--- src/rtl/mdio_pkg.sv ---
// Package: shared constants and state type for the management slave.
// Assumes clause-22 framing: 2 start, 2 opcode, 5 PHY, 5 register bits.
package mdio_pkg;
    localparam int ADDR_W   = 5;
    localparam int DATA_W   = 16;
    localparam int PRE_MIN  = 32;
    localparam int HDR_BITS = 2 + 1 + 1 + 2 * ADDR_W - 1; // bits after first start bit
    localparam logic [1:0] OP_READ  = 2'b01;
    localparam logic [1:0] OP_WRITE = 2'b10;
    localparam logic [ADDR_W-1:0] REG_CTRL = 5'd0;
    localparam logic [ADDR_W-1:0] REG_STAT = 5'd1;

    typedef enum logic [2:0] {
        S_HUNT,
        S_HDR,
        S_TURN,
        S_WDATA,
        S_RDATA
    } mdio_state_e;
endpackage

--- src/rtl/mdio_sync.sv ---
// Module: brings MDC and MDIO into the system clock domain and flags
// each MDC rising edge. Assumes clk is at least 4x MDC. Both lines
// see the same delay so the sampled bit lines up with the edge flag.
module mdio_sync #(
    parameter int STAGES = 2
) (
    input  logic clk,
    input  logic rst_n,
    input  logic mdc,
    input  logic mdio_in,
    output logic mdc_rise,
    output logic mdio_s
);
    logic [STAGES:0]   mdc_pipe;
    logic [STAGES-1:0] dat_pipe;

    // Synchroniser chains; MDC has one extra stage for edge detection.
    always_ff @(posedge clk) begin
        if (!rst_n) begin
            mdc_pipe <= '0;
            dat_pipe <= '1;
        end else begin
            mdc_pipe <= {mdc_pipe[STAGES-1:0], mdc};
            dat_pipe <= {dat_pipe[STAGES-2:0], mdio_in};
        end
    end

    assign mdc_rise = mdc_pipe[STAGES-1] & ~mdc_pipe[STAGES];
    assign mdio_s   = dat_pipe[STAGES-1];
endmodule

--- src/rtl/mdio_frame.sv ---
// Module: frame engine. Hunts for the preamble, collects the header,
// handles turnaround and shifts data in or out one bit per MDC rise.
// Assumes bit_stb pulses once per MDC rising edge with bit_val valid.
module mdio_frame
    import mdio_pkg::*;
(
    input  logic              clk,
    input  logic              rst_n,
    input  logic              bit_stb,
    input  logic              bit_val,
    input  logic [ADDR_W-1:0] my_addr,
    output logic              rd_en,
    output logic [ADDR_W-1:0] rd_addr,
    input  logic [DATA_W-1:0] rd_data,
    output logic              wr_en,
    output logic [ADDR_W-1:0] wr_addr,
    output logic [DATA_W-1:0] wr_data,
    output logic              mdio_out,
    output logic              mdio_oe
);
    localparam int ONES_W = $clog2(PRE_MIN + 1);
    localparam int CNT_W  = $clog2(DATA_W + 1);

    mdio_state_e          state;
    logic [ONES_W-1:0]    ones;
    logic [CNT_W-1:0]     cnt;
    logic [HDR_BITS-1:0]  hdr;
    logic [HDR_BITS-1:0]  hdr_nx;
    logic                 is_read;
    logic [ADDR_W-1:0]    reg_q;
    logic [DATA_W-1:0]    sh;
    logic                 hdr_done, start_ok, rd_hit, wr_hit;
    logic [1:0]           op;
    logic [ADDR_W-1:0]    phy;

    // Header decode on the bit that completes it.
    always_comb begin
        hdr_nx   = {hdr[HDR_BITS-2:0], bit_val};
        start_ok = hdr_nx[HDR_BITS-1];
        op       = hdr_nx[2*ADDR_W +: 2];
        phy      = hdr_nx[ADDR_W +: ADDR_W];
        hdr_done = bit_stb && (state == S_HDR) && (cnt == CNT_W'(HDR_BITS - 1));
        rd_hit   = hdr_done && start_ok && (op == OP_READ) && (phy == my_addr);
        wr_hit   = hdr_done && start_ok && (op == OP_WRITE) &&
                   ((phy == my_addr) || (phy == '0));
    end

    assign rd_en   = rd_hit;
    assign rd_addr = hdr_nx[ADDR_W-1:0];
    assign wr_en   = bit_stb && (state == S_WDATA) && (cnt == CNT_W'(DATA_W - 1));
    assign wr_addr = reg_q;
    assign wr_data = {sh[DATA_W-2:0], bit_val};

    // Frame state machine, advanced once per MDC rising edge.
    always_ff @(posedge clk) begin
        if (!rst_n) begin
            state    <= S_HUNT;
            ones     <= '0;
            cnt      <= '0;
            hdr      <= '0;
            is_read  <= 1'b0;
            reg_q    <= '0;
            sh       <= '0;
            mdio_oe  <= 1'b0;
            mdio_out <= 1'b0;
        end else if (bit_stb) begin
            case (state)
                S_HUNT: begin
                    if (bit_val) begin
                        if (ones != ONES_W'(PRE_MIN)) ones <= ones + 1'b1;
                    end else if (ones == ONES_W'(PRE_MIN)) begin
                        state <= S_HDR;
                        cnt   <= '0;
                        ones  <= '0;
                    end else begin
                        ones <= '0;
                    end
                end
                S_HDR: begin
                    hdr <= hdr_nx;
                    cnt <= cnt + 1'b1;
                    if (hdr_done) begin
                        cnt <= '0;
                        if (rd_hit) begin
                            state   <= S_TURN;
                            is_read <= 1'b1;
                            sh      <= rd_data;
                        end else if (wr_hit) begin
                            state   <= S_TURN;
                            is_read <= 1'b0;
                            reg_q   <= hdr_nx[ADDR_W-1:0];
                        end else begin
                            state <= S_HUNT;
                        end
                    end
                end
                S_TURN: begin
                    if (cnt == '0) begin
                        cnt <= 1'b1;
                    end else begin
                        cnt <= '0;
                        if (is_read) begin
                            mdio_oe  <= 1'b1;
                            mdio_out <= 1'b0;
                            state    <= S_RDATA;
                        end else begin
                            state <= S_WDATA;
                        end
                    end
                end
                S_WDATA: begin
                    sh  <= wr_data;
                    cnt <= cnt + 1'b1;
                    if (wr_en) begin
                        cnt   <= '0;
                        state <= S_HUNT;
                    end
                end
                S_RDATA: begin
                    if (cnt == CNT_W'(DATA_W)) begin
                        mdio_oe  <= 1'b0;
                        mdio_out <= 1'b0;
                        cnt      <= '0;
                        state    <= S_HUNT;
                    end else begin
                        mdio_out <= sh[DATA_W-1];
                        sh       <= {sh[DATA_W-2:0], 1'b0};
                        cnt      <= cnt + 1'b1;
                    end
                end
                default: state <= S_HUNT;
            endcase
        end
    end
endmodule

--- src/rtl/mdio_regs.sv ---
// Module: register file with control, latching status and config word.
// Assumes rd_en pulses once per accepted read, on the snapshot cycle.
module mdio_regs
    import mdio_pkg::*;
#(
    parameter logic [ADDR_W-1:0] CFG_ADDR = 5'h10
) (
    input  logic              clk,
    input  logic              rst_n,
    input  logic              wr_en,
    input  logic [ADDR_W-1:0] wr_addr,
    input  logic [DATA_W-1:0] wr_data,
    input  logic              rd_en,
    input  logic [ADDR_W-1:0] rd_addr,
    output logic [DATA_W-1:0] rd_data,
    input  logic              link_ok,
    input  logic              jabber,
    input  logic              remote_fault,
    input  logic              an_done,
    output logic              ctl_reset,
    output logic              ctl_loopback,
    output logic              ctl_speed,
    output logic              ctl_an_en,
    output logic              ctl_an_restart,
    output logic              ctl_duplex,
    output logic              ctl_iso_bit,
    output logic [DATA_W-1:0] cfg_word
);
    localparam int B_RST = 15, B_LPBK = 14, B_SPD = 13, B_ANE = 12;
    localparam int B_ISO = 10, B_ANR = 9, B_DUP = 8;

    logic wr_ctl, rd_stat;
    logic link_lat, jab_ok_lat, rf_lat;
    logic [DATA_W-1:0] ctl_view, stat_view;

    assign wr_ctl  = wr_en && (wr_addr == REG_CTRL);
    assign rd_stat = rd_en && (rd_addr == REG_STAT);

    // Control register with self-clearing reset and restart bits.
    always_ff @(posedge clk) begin
        if (!rst_n || (wr_ctl && wr_data[B_RST])) begin
            ctl_loopback   <= 1'b0;
            ctl_speed      <= 1'b1;
            ctl_an_en      <= 1'b1;
            ctl_iso_bit    <= 1'b0;
            ctl_an_restart <= 1'b0;
            ctl_duplex     <= 1'b1;
        end else if (wr_ctl) begin
            ctl_loopback   <= wr_data[B_LPBK];
            ctl_speed      <= wr_data[B_SPD];
            ctl_an_en      <= wr_data[B_ANE];
            ctl_iso_bit    <= wr_data[B_ISO];
            ctl_an_restart <= wr_data[B_ANR] & wr_data[B_ANE];
            ctl_duplex     <= wr_data[B_DUP];
        end else if (an_done || !ctl_an_en) begin
            ctl_an_restart <= 1'b0;
        end
    end

    // One-cycle soft reset request.
    always_ff @(posedge clk) begin
        if (!rst_n) ctl_reset <= 1'b0;
        else        ctl_reset <= wr_ctl && wr_data[B_RST];
    end

    // Latched status bits, reloaded from the inputs on a status read.
    always_ff @(posedge clk) begin
        if (!rst_n) begin
            link_lat   <= 1'b0;
            jab_ok_lat <= 1'b1;
            rf_lat     <= 1'b0;
        end else if (rd_stat) begin
            link_lat   <= link_ok;
            jab_ok_lat <= ~jabber;
            rf_lat     <= remote_fault;
        end else begin
            link_lat   <= link_lat & link_ok;
            jab_ok_lat <= jab_ok_lat & ~jabber;
            rf_lat     <= rf_lat | remote_fault;
        end
    end

    // Vendor configuration word.
    always_ff @(posedge clk) begin
        if (!rst_n)                            cfg_word <= '0;
        else if (wr_en && wr_addr == CFG_ADDR) cfg_word <= wr_data;
    end

    // Read multiplexer; unknown addresses read as zero.
    always_comb begin
        ctl_view  = '0;
        ctl_view[B_LPBK] = ctl_loopback;
        ctl_view[B_SPD]  = ctl_speed;
        ctl_view[B_ANE]  = ctl_an_en;
        ctl_view[B_ISO]  = ctl_iso_bit;
        ctl_view[B_ANR]  = ctl_an_restart;
        ctl_view[B_DUP]  = ctl_duplex;
        stat_view = {1'b0, 4'b1111, 5'b0, an_done & ctl_an_en, rf_lat,
                     1'b1, link_lat, jab_ok_lat, 1'b1};
        if (rd_addr == REG_CTRL)      rd_data = ctl_view;
        else if (rd_addr == REG_STAT) rd_data = stat_view;
        else if (rd_addr == CFG_ADDR) rd_data = cfg_word;
        else                          rd_data = '0;
    end
endmodule

--- src/rtl/mdio_mgmt_slave.sv ---
// Module: top of the management slave. Latches the strap address in
// reset, joins synchroniser, frame engine and register file, and forces
// isolate when the strap is zero. Assumes clk >= 4x MDC.
module mdio_mgmt_slave
    import mdio_pkg::*;
(
    input  logic              clk,
    input  logic              rst_n,
    input  logic              mdc,
    input  logic              mdio_in,
    output logic              mdio_out,
    output logic              mdio_oe,
    input  logic [ADDR_W-1:0] strap_addr,
    input  logic              link_ok,
    input  logic              jabber,
    input  logic              remote_fault,
    input  logic              an_done,
    output logic              ctl_reset,
    output logic              ctl_loopback,
    output logic              ctl_speed,
    output logic              ctl_an_en,
    output logic              ctl_an_restart,
    output logic              ctl_duplex,
    output logic              ctl_isolate,
    output logic [DATA_W-1:0] cfg_word
);
    logic              bit_stb, bit_val;
    logic              rd_en, wr_en, iso_bit;
    logic [ADDR_W-1:0] rd_addr, wr_addr, my_addr;
    logic [DATA_W-1:0] rd_data, wr_data;

    // Strap capture while reset is held.
    always_ff @(posedge clk) begin
        if (!rst_n) my_addr <= strap_addr;
    end

    assign ctl_isolate = iso_bit | (my_addr == '0);

    mdio_sync #(.STAGES(2)) u_sync (
        .clk(clk), .rst_n(rst_n), .mdc(mdc), .mdio_in(mdio_in),
        .mdc_rise(bit_stb), .mdio_s(bit_val)
    );

    mdio_frame u_frame (
        .clk(clk), .rst_n(rst_n), .bit_stb(bit_stb), .bit_val(bit_val),
        .my_addr(my_addr), .rd_en(rd_en), .rd_addr(rd_addr),
        .rd_data(rd_data), .wr_en(wr_en), .wr_addr(wr_addr),
        .wr_data(wr_data), .mdio_out(mdio_out), .mdio_oe(mdio_oe)
    );

    mdio_regs u_regs (
        .clk(clk), .rst_n(rst_n), .wr_en(wr_en), .wr_addr(wr_addr),
        .wr_data(wr_data), .rd_en(rd_en), .rd_addr(rd_addr),
        .rd_data(rd_data), .link_ok(link_ok), .jabber(jabber),
        .remote_fault(remote_fault), .an_done(an_done),
        .ctl_reset(ctl_reset), .ctl_loopback(ctl_loopback),
        .ctl_speed(ctl_speed), .ctl_an_en(ctl_an_en),
        .ctl_an_restart(ctl_an_restart), .ctl_duplex(ctl_duplex),
        .ctl_iso_bit(iso_bit), .cfg_word(cfg_word)
    );
endmodule

--- config.mk ---
export PLATFORM = sky130hd
export DESIGN_NAME = mdio_mgmt_slave
export DESIGN_NICKNAME = d
export VERILOG_FILES = /design/src/rtl/mdio_pkg.sv /design/src/rtl/mdio_sync.sv /design/src/rtl/mdio_frame.sv /design/src/rtl/mdio_regs.sv /design/src/rtl/mdio_mgmt_slave.sv
export SDC_FILE = /design/constraint.sdc
export NUM_CORES = 1
export LEC_CHECK = 0
export ABC_AREA = 1
export BUFFER_PORTS_ARGS = -buffer_cell sky130_fd_sc_hd__buf_2
export CAP_MARGIN = 20
export CORE_ASPECT_RATIO = 0.7
export CORE_MARGIN = 5
export CORE_UTILIZATION = 45
export DETAILED_ROUTE_END_ITERATION = 10
export PLACE_DENSITY_LB_ADDON = 0.15
export SLEW_MARGIN = 0
export SYNTH_ARGS = -nofsm -noshare
export SYNTH_HDL_FRONTEND = slang
export SYNTH_HIERARCHICAL = 1
export SYNTH_SLANG_ARGS = --single-unit
--- constraint.sdc ---
create_clock -name clk -period 1.8 [get_ports clk]
set_input_delay 0.09 -clock clk [delete_from_list [all_inputs] [get_ports clk]]
set_output_delay 0.09 -clock clk [all_outputs]
set_load 0.01 [all_outputs]
### Word-level counts from Yosys, hierarchy flattened

Index checks and enable logic that the tools add are counted.

| storage, ports and cells | value |
|---|---|
| word-level logic and storage cells | 139 |
| memory bits (writable) | 0 |
| bits in registers | 86 |
| output and inout bits | 25 |
| memories kept | 0 |
| memory bits (read-only) | 0 |
| latch bits | 0 |
| input bits | 13 |

| cells by class | value |
|---|---|
| eq/ne operators | 25 |
| divide/modulo/power cells | 0 |
| bitwise operators | 10 |
| muxes and demuxes | 41 |
| $add $sub $neg | 2 |
| $lt $le $gt $ge | 0 |
| multiply operators | 0 |
| reductions and logical operators | 38 |
| shifts and indexed selects | 0 |

Operators by type and width:

| kind | number |
|---|---|
| $mux 16 | 6 |
| $pmux 16 s3 | 1 |
| $logic_not 5->1 | 5 |
| $mux 5 | 5 |
| $pmux 5 s5 | 1 |
| $mux 3 | 8 |
| $eq 5x5->1 const B | 3 |
| $pmux 3 s5 | 1 |
| $reduce_and 5->1 | 3 |
| $mux 1 | 14 |
| $ne 2x1->1 const B | 7 |
| $logic_and 1x1->1 | 13 |
| $mux 6 | 2 |
| $reduce_and 4->1 | 3 |
| $eq 5x4->1 const B | 2 |
| $reduce_and 7->1 | 1 |
| $add 6x1->6 const B | 1 |
| $eq 3x2->1 const B | 2 |
| $eq 6x6->1 const B | 1 |
| $ne 2x2->1 const B | 3 |
| $ne 6x6->1 const B | 1 |
| $reduce_bool 2->1 | 3 |
| $add 5x1->5 const B | 1 |
| $and 1x1->1 | 5 |
| 17 further kinds | 24 |

### Depth between registers and ports, before layout

Gate-level depths: netlist (run 1).

| depth | value |
|---|---|
| depth in word-level cells | 11 |
| depth in mapped cells | 13 |
| gate-level depth less buffers | 13 |

### Modules after synthesis

Netlist (run 1), hierarchy kept.

Modules (own cells, without submodules):

| module | cells each | times used | seq. area each (µm²) | area an instance (µm²) |
|---|---|---|---|---|
| mdio_frame | 461 | 1 | 1001.0 | 2977.9 |
| mdio_regs | 188 | 1 | 520.5 | 1278.7 |
| mdio_mgmt_slave | 12 | 1 | 150.1 | 177.7 |
| mdio_sync | 17 | 1 | 100.1 | 145.1 |

### Worst setup path after synthesis (run 1)

No wires, ideal clock.

| timing | value |
|---|---|
| path type | register -> register |
| start point | register u_frame.state[0] |
| end point | register u_regs.cfg_word[0] |
| stages on the path, launching flop included | 12 |
| slack | 0.069 ns |
| required time | 1.668 ns |
| library setup time | 0.132 ns |
| arrival time | 1.598 ns |
| cell sequence | dfxtp_1 inv_2 nor2_4 nand2_2 buf_2 nor2_1 nand2_1 nor2_2 nand2_1 buf_2 nand2_1 a21oi_1 |

| between the ends | value |
|---|---|
| cells in the longest elaborated chain, start to end | 4 |

Ends and longest elaborated chain:

| element | RTL line | source |
|---|---|---|
| start: declaration | mdio_frame.sv:24 | `mdio_state_e state;` |
| start signal: assignment | mdio_frame.sv:57 | `state <= S_HUNT;` |
| start signal: assignment | mdio_frame.sv:72 | `state <= S_HDR;` |
| start signal: assignment | mdio_frame.sv:85 | `state <= S_TURN;` |
| $eq 3x2->1 | mdio_frame.sv:50 | `assign wr_en = bit_stb && (state == S_WDATA) && (cnt == CNT_W'(DATA_W - 1));` |
| $logic_and 1x1->1 (2 in a row) | mdio_frame.sv:50 |  |
| via wr_en | mdio_mgmt_slave.sv:28 | `logic rd_en, wr_en, iso_bit;` |
| $logic_and 1x1->1 | mdio_regs.sv:86 | `else if (wr_en && wr_addr == CFG_ADDR) cfg_word <= wr_data;` |
| end signal: assignment | mdio_regs.sv:86 |  |
| end: declaration | mdio_regs.sv:27 | `output logic [DATA_W-1:0] cfg_word` |

The timed path passes the listed nets, and every way through them passes these cells.
A chain may end at the register's enable or synchronous reset.

### Worst setup path in the final report (run 1)

| timing | value |
|---|---|
| start point | register u_frame.cnt[0] |
| end point | register u_frame.state[0] |

| between the ends | value |
|---|---|
| cells in the longest elaborated chain, start to end | 8 |

Ends and longest elaborated chain:

| element | RTL line | source |
|---|---|---|
| start: declaration | mdio_frame.sv:26 | `logic [CNT_W-1:0] cnt;` |
| start signal: assignment | mdio_frame.sv:81 | `cnt <= cnt + 1'b1;` |
| start signal: assignment | mdio_frame.sv:113 | `cnt <= cnt + 1'b1;` |
| start signal: assignment | mdio_frame.sv:128 | `cnt <= cnt + 1'b1;` |
| $eq 5x4->1 | mdio_frame.sv:42 | `hdr_done = bit_stb && (state == S_HDR) && (cnt == CNT_W'(HDR_BITS - 1));` |
| $logic_and 1x1->1 | mdio_frame.sv:42 |  |
| $logic_and 1x1->1 (3 in a row) | mdio_frame.sv:43 | `rd_hit = hdr_done && start_ok && (op == OP_READ) && (phy == my_addr);` |
| $mux 3 | mdio_frame.sv:84 | `if (rd_hit) begin` |
| $mux 3 | mdio_frame.sv:82 | `if (hdr_done) begin` |
| $pmux 3 s5 | mdio_frame.sv:67 | `case (state)` |
| end signal: assignment | mdio_frame.sv:72 |  |
| end signal: assignment | mdio_frame.sv:85 |  |
| end signal: assignment | mdio_frame.sv:89 | `state <= S_TURN;` |

Parallel ways exist; a longest one is shown, timed or not. The select of a mux whose other input is x is not followed.

==> results of run 1 <==
## how the worst min path moves through the flow
stage,depth (start not counted),from,end,slack (ns)
finish,3,link_ok,u_regs/link_lat$_SDFF_PN0_,0.02
detailed placement,1,strap_addr[4],my_addr[4]$_DFFE_PN_,0.27
CTS,3,link_ok,u_regs/link_lat$_SDFF_PN0_,0.005
global route,3,link_ok,u_regs/link_lat$_SDFF_PN0_,0.02
global placement,3,mdio_in,u_sync/dat_pipe[0]$_SDFF_PN1_,0.26
floorplan,1,rst_n,u_sync/dat_pipe[0]$_SDFF_PN1_,0.16
## Yosys cell counts, types with 2 or more instances
library cell  count  share of area
a211oi_1          2         0.0033
a21oi_1          60          0.066
buf_1             2         0.0016
buf_2             9         0.0098
buf_4            28          0.046
clkbuf_1          6         0.0049
clkinv_1          2         0.0016
dfxtp_1          81           0.35
edfxtp_1          5          0.033
ha_1              5          0.014
inv_1            95          0.078
inv_2             8         0.0066
nand2_1         155           0.13
nand2_2           5         0.0068
nand3_1          75          0.082
nand3_2           2         0.0044
nand4_1           7         0.0096
nor2_1           65          0.053
nor2_2            6         0.0082
nor2_4            3         0.0074
nor3_1            3         0.0033
o21ai_0          32          0.035
o22ai_1           4         0.0055
or2_2             2         0.0027
xor2_1            3         0.0057
## where the power goes
group	total [mW]	leakage (nW)	internal, mW	switching [mW]
clock	2.00	0.153	1.23	0.776
combinational	0.176	1.63	0.0681	0.108
sequential	1.95	0.705	1.94	0.0122
total	4.13	2.49	3.23	0.896
## worst register-to-register path, cell delays in order, from the launching register on
cell and delay (ns):
dfxtp_4 0.36, ha_4 0.13, nand2_2 0.05, nor2_2 0.11, ha_2 0.18, nand2_2 0.07
buf_6 0.12, nand3_2 0.07, nand2_1 0.04, nand3b_1 0.20, nor2_4 0.18, inv_2 0.06
nor2_1 0.11, nor2_1 0.06
## metrics by stage
step	worst slack [ns]	power, mW	hold WS (ns)	util
final	-0.04283	4.127	0.02056	0.5768
after global routing	-0.1512	4.288	0.02212	0.5768
after CTS	-0.01006	4.174	0.005244	0.5479
after detailed placement	-0.06006	2.150	0.2687	0.4995
after global placement	-0.04689	2.146	0.2650	0.4995
after floorplan	0.06926	2.092	0.1587	-
## registers in the layout, summed over array words and instances, names as in the netlist, 2 cells and up
register and count:
u_frame/sh 16, u_frame/ones 6, my_addr 5, u_sync/dat_pipe 2, u_regs/cfg_word 16, u_sync/mdc_pipe 3, u_frame/hdr 12, u_frame/state 3
u_frame/cnt 5, u_frame/wr_addr 5
## cell families (layout without fill, tap and decap cells)
logic type | after synthesis | after routing | share of synthesized area
AND/OR/NAND/NOR | 327 | 327 | 0.3169
adder cells (fa/ha/maj) | 5 | 5 | 0.01366
buffers and inverters | 152 | 209 | 0.1552
flip-flops | 86 | 86 | 0.3869
XOR/XNOR | 4 | 4 | 0.007652
AO/OA/AOI/OAI | 104 | 104 | 0.1197
## per-layer routing
layer,global-route usage,routed length (um),vias to the layer above
li1,-,-,2230
met1,0.2941,6128,2067
met2,0.2835,5224,122
met3,0.04183,706,7
met4,0.04281,70,0
met5,0,0,-
## cell type report
type	count	area share
clock inverter	6	0.01661
sequential	86	0.3149
tap	128	0.02834
multi-input combinational	440	0.4032
timing repair buffer	88	0.1258
clock buffer	10	0.04052
inverter	105	0.07064
## timing repair
item | CTS | global route
resized for setup | 17 | 48
endpoints found under the setup margin | 44 | 59
hold buffers | 9 | 0
cloned | 0 | 5
endpoints found under the hold margin | 9 | 0
setup buffers | 1 | 3
pin swaps | 12 | 21
==> impl_metrics.json, run 1 <==
{
  "numCtsBuffers": 9,
  "core_mm2": 0.009797,
  "drive_gt1_frac": 0.2299,
  "syn_avg_cell_area_um2": 6.754,
  "startpoint": "u_frame/cnt[0]$_SDFFE_PN0P_",
  "track_usage": 0.1949,
  "drt_pass1_iterations": 5,
  "ctsHtreeMaxLevel": 3,
  "cp_slowest_cell": "dfxtp_4",
  "drt_wl_total_mm": 12.13,
  "grt_pass1_wl_mm": 19.15,
  "worstReg2RegStart": "u_frame/cnt[0]$_SDFFE_PN0P_",
  "clock_sinks": 86,
  "power_density_mw_per_mm2": 730.5,
  "drc": 0,
  "postLayoutCellArea_mm2": 0.005650,
  "violations": "setup timing",
  "layout_setup_ws_ns": -0.04283,
  "syn-num-nets": 696,
  "finalCriticalPeriod_ns": 1.843,
  "fillCellCount": 935,
  "path_buf_inv": 2,
  "postSynth.asyncResetShare": 0,
  "postRouteAntennaNets": 0,
  "crit_family": "simple AND/OR/NAND/NOR gates",
  "io_buffer_count": 37,
  "finalClockSkew_ns": 0.004271,
  "dr_total_vias": 4426,
  "hold_viol": 0,
  "dp_cells": 829,
  "final_max_slew_viol_count": 0,
  "die_h_um": 94.40,
  "post_dp_cell_area_mm2": 0.004893,
  "crit_required_ns": 2.03,
  "ys_ff_latch": 86,
  "end_kind": "flop",
  "grt_max_degree": 33,
  "drv_cap": 0,
  "final_common_cell": "nand2_1",
  "final_cell_mix": "147 x nand2_1, 90 x inv_1, 79 x dfxtp_1, 61 x nand3_1, 60 x nor2_1",
  "grt.overflow.total": 0,
  "arrival_ns": 2.07,
  "seq_area_mm2": 0.001779,
  "p_leak_nw": 2.492,
  "hp-class": "in -> reg",
  "die_w_um": 130.6,
  "crit_path_start_kind": "flop",
  "status": "complete, but fails checks",
  "antenna_found_initial": 0,
  "cp-endpoint": "u_frame/state[0]$_SDFFE_PN0P_",
  "setup_violations": 1,
  "max_freq_mhz": 542.6,
  "r2r.worst_path.cells": 13,
  "slew_headroom": 0.5761,
  "r2r_slack_ns": -0.04,
  "rsz0062_at_grt": "true",
  "period_share": 1.024,
  "worstPathMaxFanout": 5,
  "synth_cell_type_count": 38,
  "wl_per_cell_um": 14.05,
  "routabilityCongestion": 0.9273,
  "diodes": 0,
  "die_area_mm2": 0.01233,
  "multi_input_area_mm2": 0.002278,
  "finalNetCount": 748,
  "path_cells": "ha_4 -> nand2_2 -> nor2_2 -> ha_2 -> nand2_2 -> buf_6 -> nand3_2 -> nand2_1 -> nand3b_1 -> nor2_4 -> inv_2 -> nor2_1 -> nor2_1",
  "worst-setup-path-type": "reg -> reg",
  "initial_core_util": 0.4674,
  "clk_pin_slew_worst_paths_ns": 0.06,
  "grt_pass1_vias": 3902,
  "drtIter0Drc": 351,
  "syn_area_mm2": 0.004579,
  "root_buffer": "clkbuf_16",
  "slowest_delay_ns": 0.36,
  "finalSetupTns_ns": -0.04283,
  "crit_cells": 13,
  "cts_buffer_depth": 2,
  "finalNonFillerCells": 863,
  "cts_tree": "built",
  "regToRegEndpoint": "u_frame/state[0]$_SDFFE_PN0P_",
  "tightest_slew_ns": 0.6319,
  "clk_latency_ns": 0.33,
  "area_growth_pct": 23.39,
  "synth_edf_count": 5,
  "via_per_inst": 5.129,
  "ir_drop_mv": 0.3911,
  "dp_hpwl_mm": 8.453,
  "row_count": 30,
  "ios": 38,
  "yosysSeqAreaShare": 0.3869,
  "dominantRegCellSynth": "dfxtp_1",
  "ys_warn_count": 6,
  "postSynthCellCount": 678
}
(Power assumes the default switching activity.)
==> inputs of run 2 (changes only) <==
--- a/config.mk
+++ b/config.mk
@@ -5,14 +5,15 @@
 export SDC_FILE = /design/constraint.sdc
 export NUM_CORES = 1
 export LEC_CHECK = 0
-export ABC_AREA = 1
 export BUFFER_PORTS_ARGS = -buffer_cell sky130_fd_sc_hd__buf_2
 export CAP_MARGIN = 20
 export CORE_ASPECT_RATIO = 0.7
 export CORE_MARGIN = 5
 export CORE_UTILIZATION = 45
+export CTS_BUF_LIST = sky130_fd_sc_hd__clkbuf_4 sky130_fd_sc_hd__clkbuf_8
 export DETAILED_ROUTE_END_ITERATION = 10
 export PLACE_DENSITY_LB_ADDON = 0.15
+export SKIP_LAST_GASP = 1
 export SLEW_MARGIN = 0
 export SYNTH_ARGS = -nofsm -noshare
 export SYNTH_HDL_FRONTEND = slang
==> impl_metrics.json, run 2 <==
{
  "status": "complete, but fails checks",
  "violations": "setup timing",
  "power_density_mw_per_mm2": 645.0,
  "slew_headroom": 0.6146,
  "postRouteAntennaNets": 0,
  "row_count": 30,
  "fillCellCount": 824,
  "ys_ff_latch": 86,
  "hold_viol": 0,
  "period_share": 1.038,
  "die_area_mm2": 0.01197,
  "clk_pin_slew_worst_paths_ns": 0.08,
  "wl_per_cell_um": 15.75,
  "crit_required_ns": 2.08,
  "ios": 38,
  "setup_violations": 27,
  "crit_path_start_kind": "flop",
  "final_max_slew_viol_count": 0,
  "final_common_cell": "nand2_1",
  "met3WireLength_um": 634,
  "syn_avg_cell_area_um2": 8.729,
  "final_cell_mix": "102 x nand2_1, 77 x dfxtp_1, 42 x buf_4, 37 x buf_2, 34 x mux2i_1",
  "netlist.area_leader.share": 0.3657,
  "finalNetCount": 589,
  "grt.overflow.total": 0,
  "synth_fa_ha_area_frac": 0.01411,
  "p_total_mw": 3.625,
  "end_kind": "flop",
  "root_buffer": "clkbuf_8",
  "synth-compound-area-share": 0.1337,
  "max_freq_mhz": 535.3,
  "synth-xor-area-share": 0.01778,
  "postSynth.asyncResetShare": 0,
  "clock_sinks": 86,
  "diodes": 0,
  "synth_top_family_by_area": "simple AND/OR/NAND/NOR gates",
  "die_h_um": 93.05,
  "yosysSeqAreaShare": 0.3995,
  "dominantRegCellSynth": "dfxtp_1",
  "cp_slowest_cell": "or4_1",
  "syn-num-nets": 526,
  "drv_cap": 0,
  "drt_wl_total_mm": 11.09,
  "numCtsBuffers": 9,
  "via_per_inst": 5.355,
  "dr_wl_met2_mm": 4.678,
  "dr_total_vias": 3770,
  "die_w_um": 128.6,
  "path_cells": "inv_4 -> ha_4 -> nor3b_4 -> buf_4 -> nand2_1 -> or4_1 -> a31oi_1",
  "p_leak_nw": 2.203,
  "synth.area.top_cells": "dfxtp_1 37%, nand2_1 8.7%, mux2i_1 7.7%",
  "ctsHtreeMaxLevel": 3,
  "ir_drop_mv": 0.4875,
  "synth_common_cells": "103 x nand2_1, 81 x dfxtp_1, 36 x a21oi_1",
  "synth_cell_type_count": 63,
  "finalNonFillerCells": 704,
  "synth.area.mux_share": 0.1148,
  "syn_area_mm2": 0.004434,
  "routabilityCongestion": 0.8411,
  "ys_warn_count": 6,
  "arrival_ns": 2.15,
  "hp-class": "in -> reg",
  "core_mm2": 0.009647,
  "grt_pass1_wl_mm": 17.64,
  "finalHoldWorstSlack_ns": 0.05327,
  "track_usage": 0.1847,
  "synthSimpleGateAreaFrac": 0.2381,
  "cts_tree": "built",
  "highest_layer": "met4",
  "synth_top_cell_by_area": "dfxtp_1",
  "finalCriticalPeriod_ns": 1.868,
  "dp_hpwl_mm": 7.297,
  "postSynthCellCount": 508,
  "grt_max_degree": 58,
  "worstPathMaxFanout": 4,
  "antenna_found_initial": 0,
  "wl_met1_mm": 5.604,
  "cts_buffer_depth": 2,
  "drive_gt1_frac": 0.3056,
  "drt_pass1_iterations": 6,
  "yosys.cell_count.top_type": "nand2_1",
  "area_growth_pct": 26.75,
  "finalClockSkew_ns": 0.008651,
  "drtIter0Drc": 172,
  "io_buffer_count": 37,
  "initial_core_util": 0.4597,
  "slowest_delay_ns": 0.44,
  "layout_setup_ws_ns": -0.06817,
  "synth_edf_count": 5,
  "clk_latency_ns": 0.36,
  "dp_cells": 669,
  "tightest_slew_ns": 0.5781,
  "reg.largest.list": "u_frame/sh (16), u_regs/cfg_word (16), u_frame/hdr (12)",
  "grt_pass1_vias": 3546,
  "worst-setup-path-type": "reg -> reg",
  "rsz0062_at_grt": "true",
  "drc": 0
}
==> run 2: cell types whose count changed after synthesis, sizes merged, moves of 25 or more <==
cell / change
mux2i: +34
nand3: -69
a21oi: -25
inv: -87
nor2: -47
nand2: -57
==> run 2: repair_timing <==
action	in CTS	in global routing
gates cloned	1	1
setup buffers	1	6
pin swaps	5	13
hold buffers	10	0
endpoints found under the setup margin	56	59
resized for setup	19	53
endpoints found under the hold margin	10	0
==> run 2: layout make-up <==
class                   instances  area (um2)  area share
clock buffers                  10       131.4     0.02337
flip-flops and latches         86        1782      0.3170
well taps                     128       160.2     0.02850
repair buffers                100       795.8      0.1416
inverters                      16       67.56     0.01202
clock inverters                 6       85.08     0.01514
multi-input cells             358        2599      0.4624
==> run 2: kinds of logic after synthesis <==
| logic type | after synthesis |
|---|---|
| simple gates | 207 |
| compound gates | 88 |
| flops | 86 |
| buf+inv | 64 |
| mux | 49 |
| xor+xnor | 9 |
| fa+ha+maj | 5 |
==> run 2: worst paths after layout <==
path                            cells past startpoint                           from                            end  slack (ns)
worst min-delay path                                2                          rst_n    u_frame/cnt[3]$_SDFFE_PN0P_        0.05
worst min register to register                      1  u_sync/dat_pipe[0]$_SDFF_PN1_  u_sync/dat_pipe[1]$_SDFF_PN1_        0.41
worst max-delay path                                7    u_frame/cnt[0]$_SDFFE_PN0P_    u_frame/cnt[0]$_SDFFE_PN0P_       -0.07
worst max register to register                      7    u_frame/cnt[0]$_SDFFE_PN0P_    u_frame/cnt[0]$_SDFFE_PN0P_       -0.07
==> run 2: critical path: cells and delay by family (launching register included) <==
| kind | cells | cell delay (ns) |
|---|---|---|
| AO/OA/AOI/OAI | 1 | 0.18 |
| AND/OR/NAND/NOR | 3 | 0.86 |
| flip-flops | 1 | 0.38 |
| adder cells (fa/ha/maj) | 1 | 0.12 |
| buffers and inverters | 2 | 0.25 |
==> run 2: metal layers <==
layer / GRT usage / vias up
met5: 0 / -
met4: 0.05420 / 0
met3: 0.04795 / 24
met2: 0.2582 / 107
met1: 0.2767 / 1763
li1: - / 1876
==> run 2: through the flow <==
step / area, um2 / setup WS [ns] / util / setup TNS [ns]
after floorplan: 4451 / -0.01699 / - / -0.01699
after global placement: 4886 / -0.1120 / 0.5065 / -1.754
after detailed placement: 4886 / -0.1600 / 0.5065 / -4.025
after CTS: 5299 / -0.07977 / 0.5493 / -1.447
after global routing: 5620 / -0.1612 / 0.5826 / -6.197
final: 5620 / -0.06817 / 0.5826 / -0.9558
==> run 2: where the power goes <==
group	switching (mW)	internal [mW]
Clock	0.703	0.795
Combinational	0.0977	0.0819
Sequential	0.0131	1.93
==> inputs of run 3 (changes only) <==
--- a/config.mk
+++ b/config.mk
@@ -14,7 +14,7 @@
 export DETAILED_ROUTE_END_ITERATION = 10
 export PLACE_DENSITY_LB_ADDON = 0.15
 export SKIP_LAST_GASP = 1
-export SLEW_MARGIN = 0
+export SLEW_MARGIN = 10
 export SYNTH_ARGS = -nofsm -noshare
 export SYNTH_HDL_FRONTEND = slang
 export SYNTH_HIERARCHICAL = 1
==> constraint.sdc (replaced) <==
create_clock -name clk -period 2.2 [get_ports clk]
set_input_delay 0.11 -clock clk [delete_from_list [all_inputs] [get_ports clk]]
set_output_delay 0.11 -clock clk [all_outputs]
set_load 0.01 [all_outputs]
==> impl_metrics.json, run 3 (synthesis gave the netlist of run 2 again) <==
{
  "period_share": 0.9141,
  "finalSetupTns_ns": 0,
  "finalNetCount": 561,
  "hold_viol": 0,
  "grt_pass1_vias": 3183,
  "cts_tree": "built",
  "crit_required_ns": 2.48,
  "path_common_cell": "inv_1",
  "final_util": 0.5198,
  "final_max_slew_viol_count": 0,
  "clk_latency_ns": 0.35,
  "finalCriticalPeriod_ns": 2.011,
  "slowest_delay_ns": 0.57,
  "postLayoutCellArea_mm2": 0.005015,
  "wl_met1_mm": 5.542,
  "track_usage": 0.1783,
  "drt_wl_total_mm": 10.28,
  "ios": 38,
  "area_growth_pct": 13.09,
  "final_cell_mix": "103 x nand2_1, 81 x dfxtp_1, 37 x buf_2, 35 x a21oi_1, 34 x mux2i_1",
  "path_cells": "inv_1 -> ha_1 -> and4b_2 -> nand3_1 -> or4_4 -> inv_1 -> a31oi_1 -> o21ai_0",
  "wl_per_cell_um": 15.23,
  "tightest_slew_ns": 0.5225,
  "rsz0062_at_grt": "true",
  "end_kind": "flop",
  "slew_headroom": 0.6515,
  "via_per_inst": 5.246,
  "drt_pass1_iterations": 4,
  "drive_gt1_frac": 0.1993,
  "cp_slowest_cell": "or4_4",
  "ctsHtreeMaxLevel": 3,
  "fillCellCount": 888,
  "max_freq_mhz": 497.3,
  "drc": 0,
  "grt.overflow.total": 0,
  "die_area_mm2": 0.01197,
  "drtIter0Drc": 212,
  "met3WireLength_um": 409,
  "dr_wl_met2_mm": 4.246,
  "worstPathMaxFanout": 5,
  "r2r_slack_ns": 0.19,
  "grt_pass1_wl_mm": 16.93,
  "cts_buffer_depth": 2,
  "clock_sinks": 86,
  "highest_layer": "met4",
  "power_density_mw_per_mm2": 575.6,
  "p_leak_nw": 1.997,
  "postRouteAntennaNets": 0,
  "finalHoldWorstSlack_ns": 0.09019,
  "drv_cap": 0,
  "antenna_found_initial": 0,
  "clk_pin_slew_worst_paths_ns": 0.08,
  "hp-class": "in -> reg",
  "dr_total_vias": 3541,
  "crit_path_start_kind": "flop",
  "finalClockSkew_ns": 0.008012,
  "row_count": 30,
  "path_buf_inv": 2,
  "numCtsBuffers": 9,
  "cts_setup_buffers": 0,
  "root_buffer": "clkbuf_8",
  "dp_hpwl_mm": 7.345,
  "place_ws_ns": 0.1244,
  "io_buffer_count": 37,
  "grt_max_degree": 79,
  "initial_core_util": 0.4597,
  "setup_violations": 0,
  "arrival_ns": 2.29,
  "diodes": 0,
  "layout_setup_ws_ns": 0.1890,
  "die_w_um": 128.6,
  "core_mm2": 0.009647,
  "routabilityCongestion": 0.8176,
  "status": "complete, no violations",
  "post_dp_cell_area_mm2": 0.004702,
  "die_h_um": 93.05,
  "reg.largest.list": "u_frame/sh (16), u_regs/cfg_word (16), u_frame/hdr (12)",
  "final_common_cell": "nand2_1",
  "crit_family": "simple AND/OR/NAND/NOR gates",
  "ir_drop_mv": 0.3696,
  "worst-setup-path-type": "reg -> reg"
}
[run 3: layout make-up]
cell class	instances	area [um2]	area share
clock buffers	14	173.9	0.03468
clock inverters	1	30.03	0.005988
inverters	16	60.06	0.01198
multi-input cells	358	2308	0.4603
flip-flops and latches	86	1772	0.3533
well taps	128	160.2	0.03194
repair buffers	72	510.5	0.1018
[run 3: layer usage]
metal,vias to the layer above,GRT usage
met3,6,0.04338
met5,-,0
met2,55,0.2435
met1,1660,0.2770
met4,0,0.04458
li1,1820,-
[run 3: final timing paths]
| kind | endpoint | startpoint | cells after the start |
|---|---|---|---|
| max | u_regs/jab_ok_lat$_SDFF_PN1_ | u_frame/cnt[0]$_SDFFE_PN0P_ | 8 |
| min | u_frame/cnt[3]$_SDFFE_PN0P_ | rst_n | 2 |
| max reg2reg | u_regs/jab_ok_lat$_SDFF_PN1_ | u_frame/cnt[0]$_SDFFE_PN0P_ | 8 |
| min reg2reg | u_sync/dat_pipe[1]$_SDFF_PN1_ | u_sync/dat_pipe[0]$_SDFF_PN1_ | 1 |
[run 3: power breakdown]
part / total [mW] / switching (mW) / internal (mW) / leakage (nW)
Combinational: 0.140 / 0.0790 / 0.0608 / 1.19
Sequential: 1.60 / 0.00990 / 1.59 / 0.703
Clock: 1.15 / 0.531 / 0.620 / 0.107
[run 3: through the flow]
stage,total power [mW],instances
detailed placement,1.758,650
global placement,1.756,650
CTS,2.925,675
floorplan,1.713,508
global route,3.012,675
finish,2.886,675
[run 3: repair_timing]
item / CTS / global route
hold buffers: 10 / 0
endpoints found under the hold margin: 10 / 0
gates resized for setup: 0 / 3
setup endpoints to repair: 0 / 2
[run 3: worst register-to-register path, stage by stage, from the launching register on]
cell and delay (ns):
dfxtp_1 0.34, inv_1 0.08, ha_1 0.16, and4b_2 0.31, nand3_1 0.14, or4_4 0.57, inv_1 0.12, a31oi_1 0.08
o21ai_0 0.14
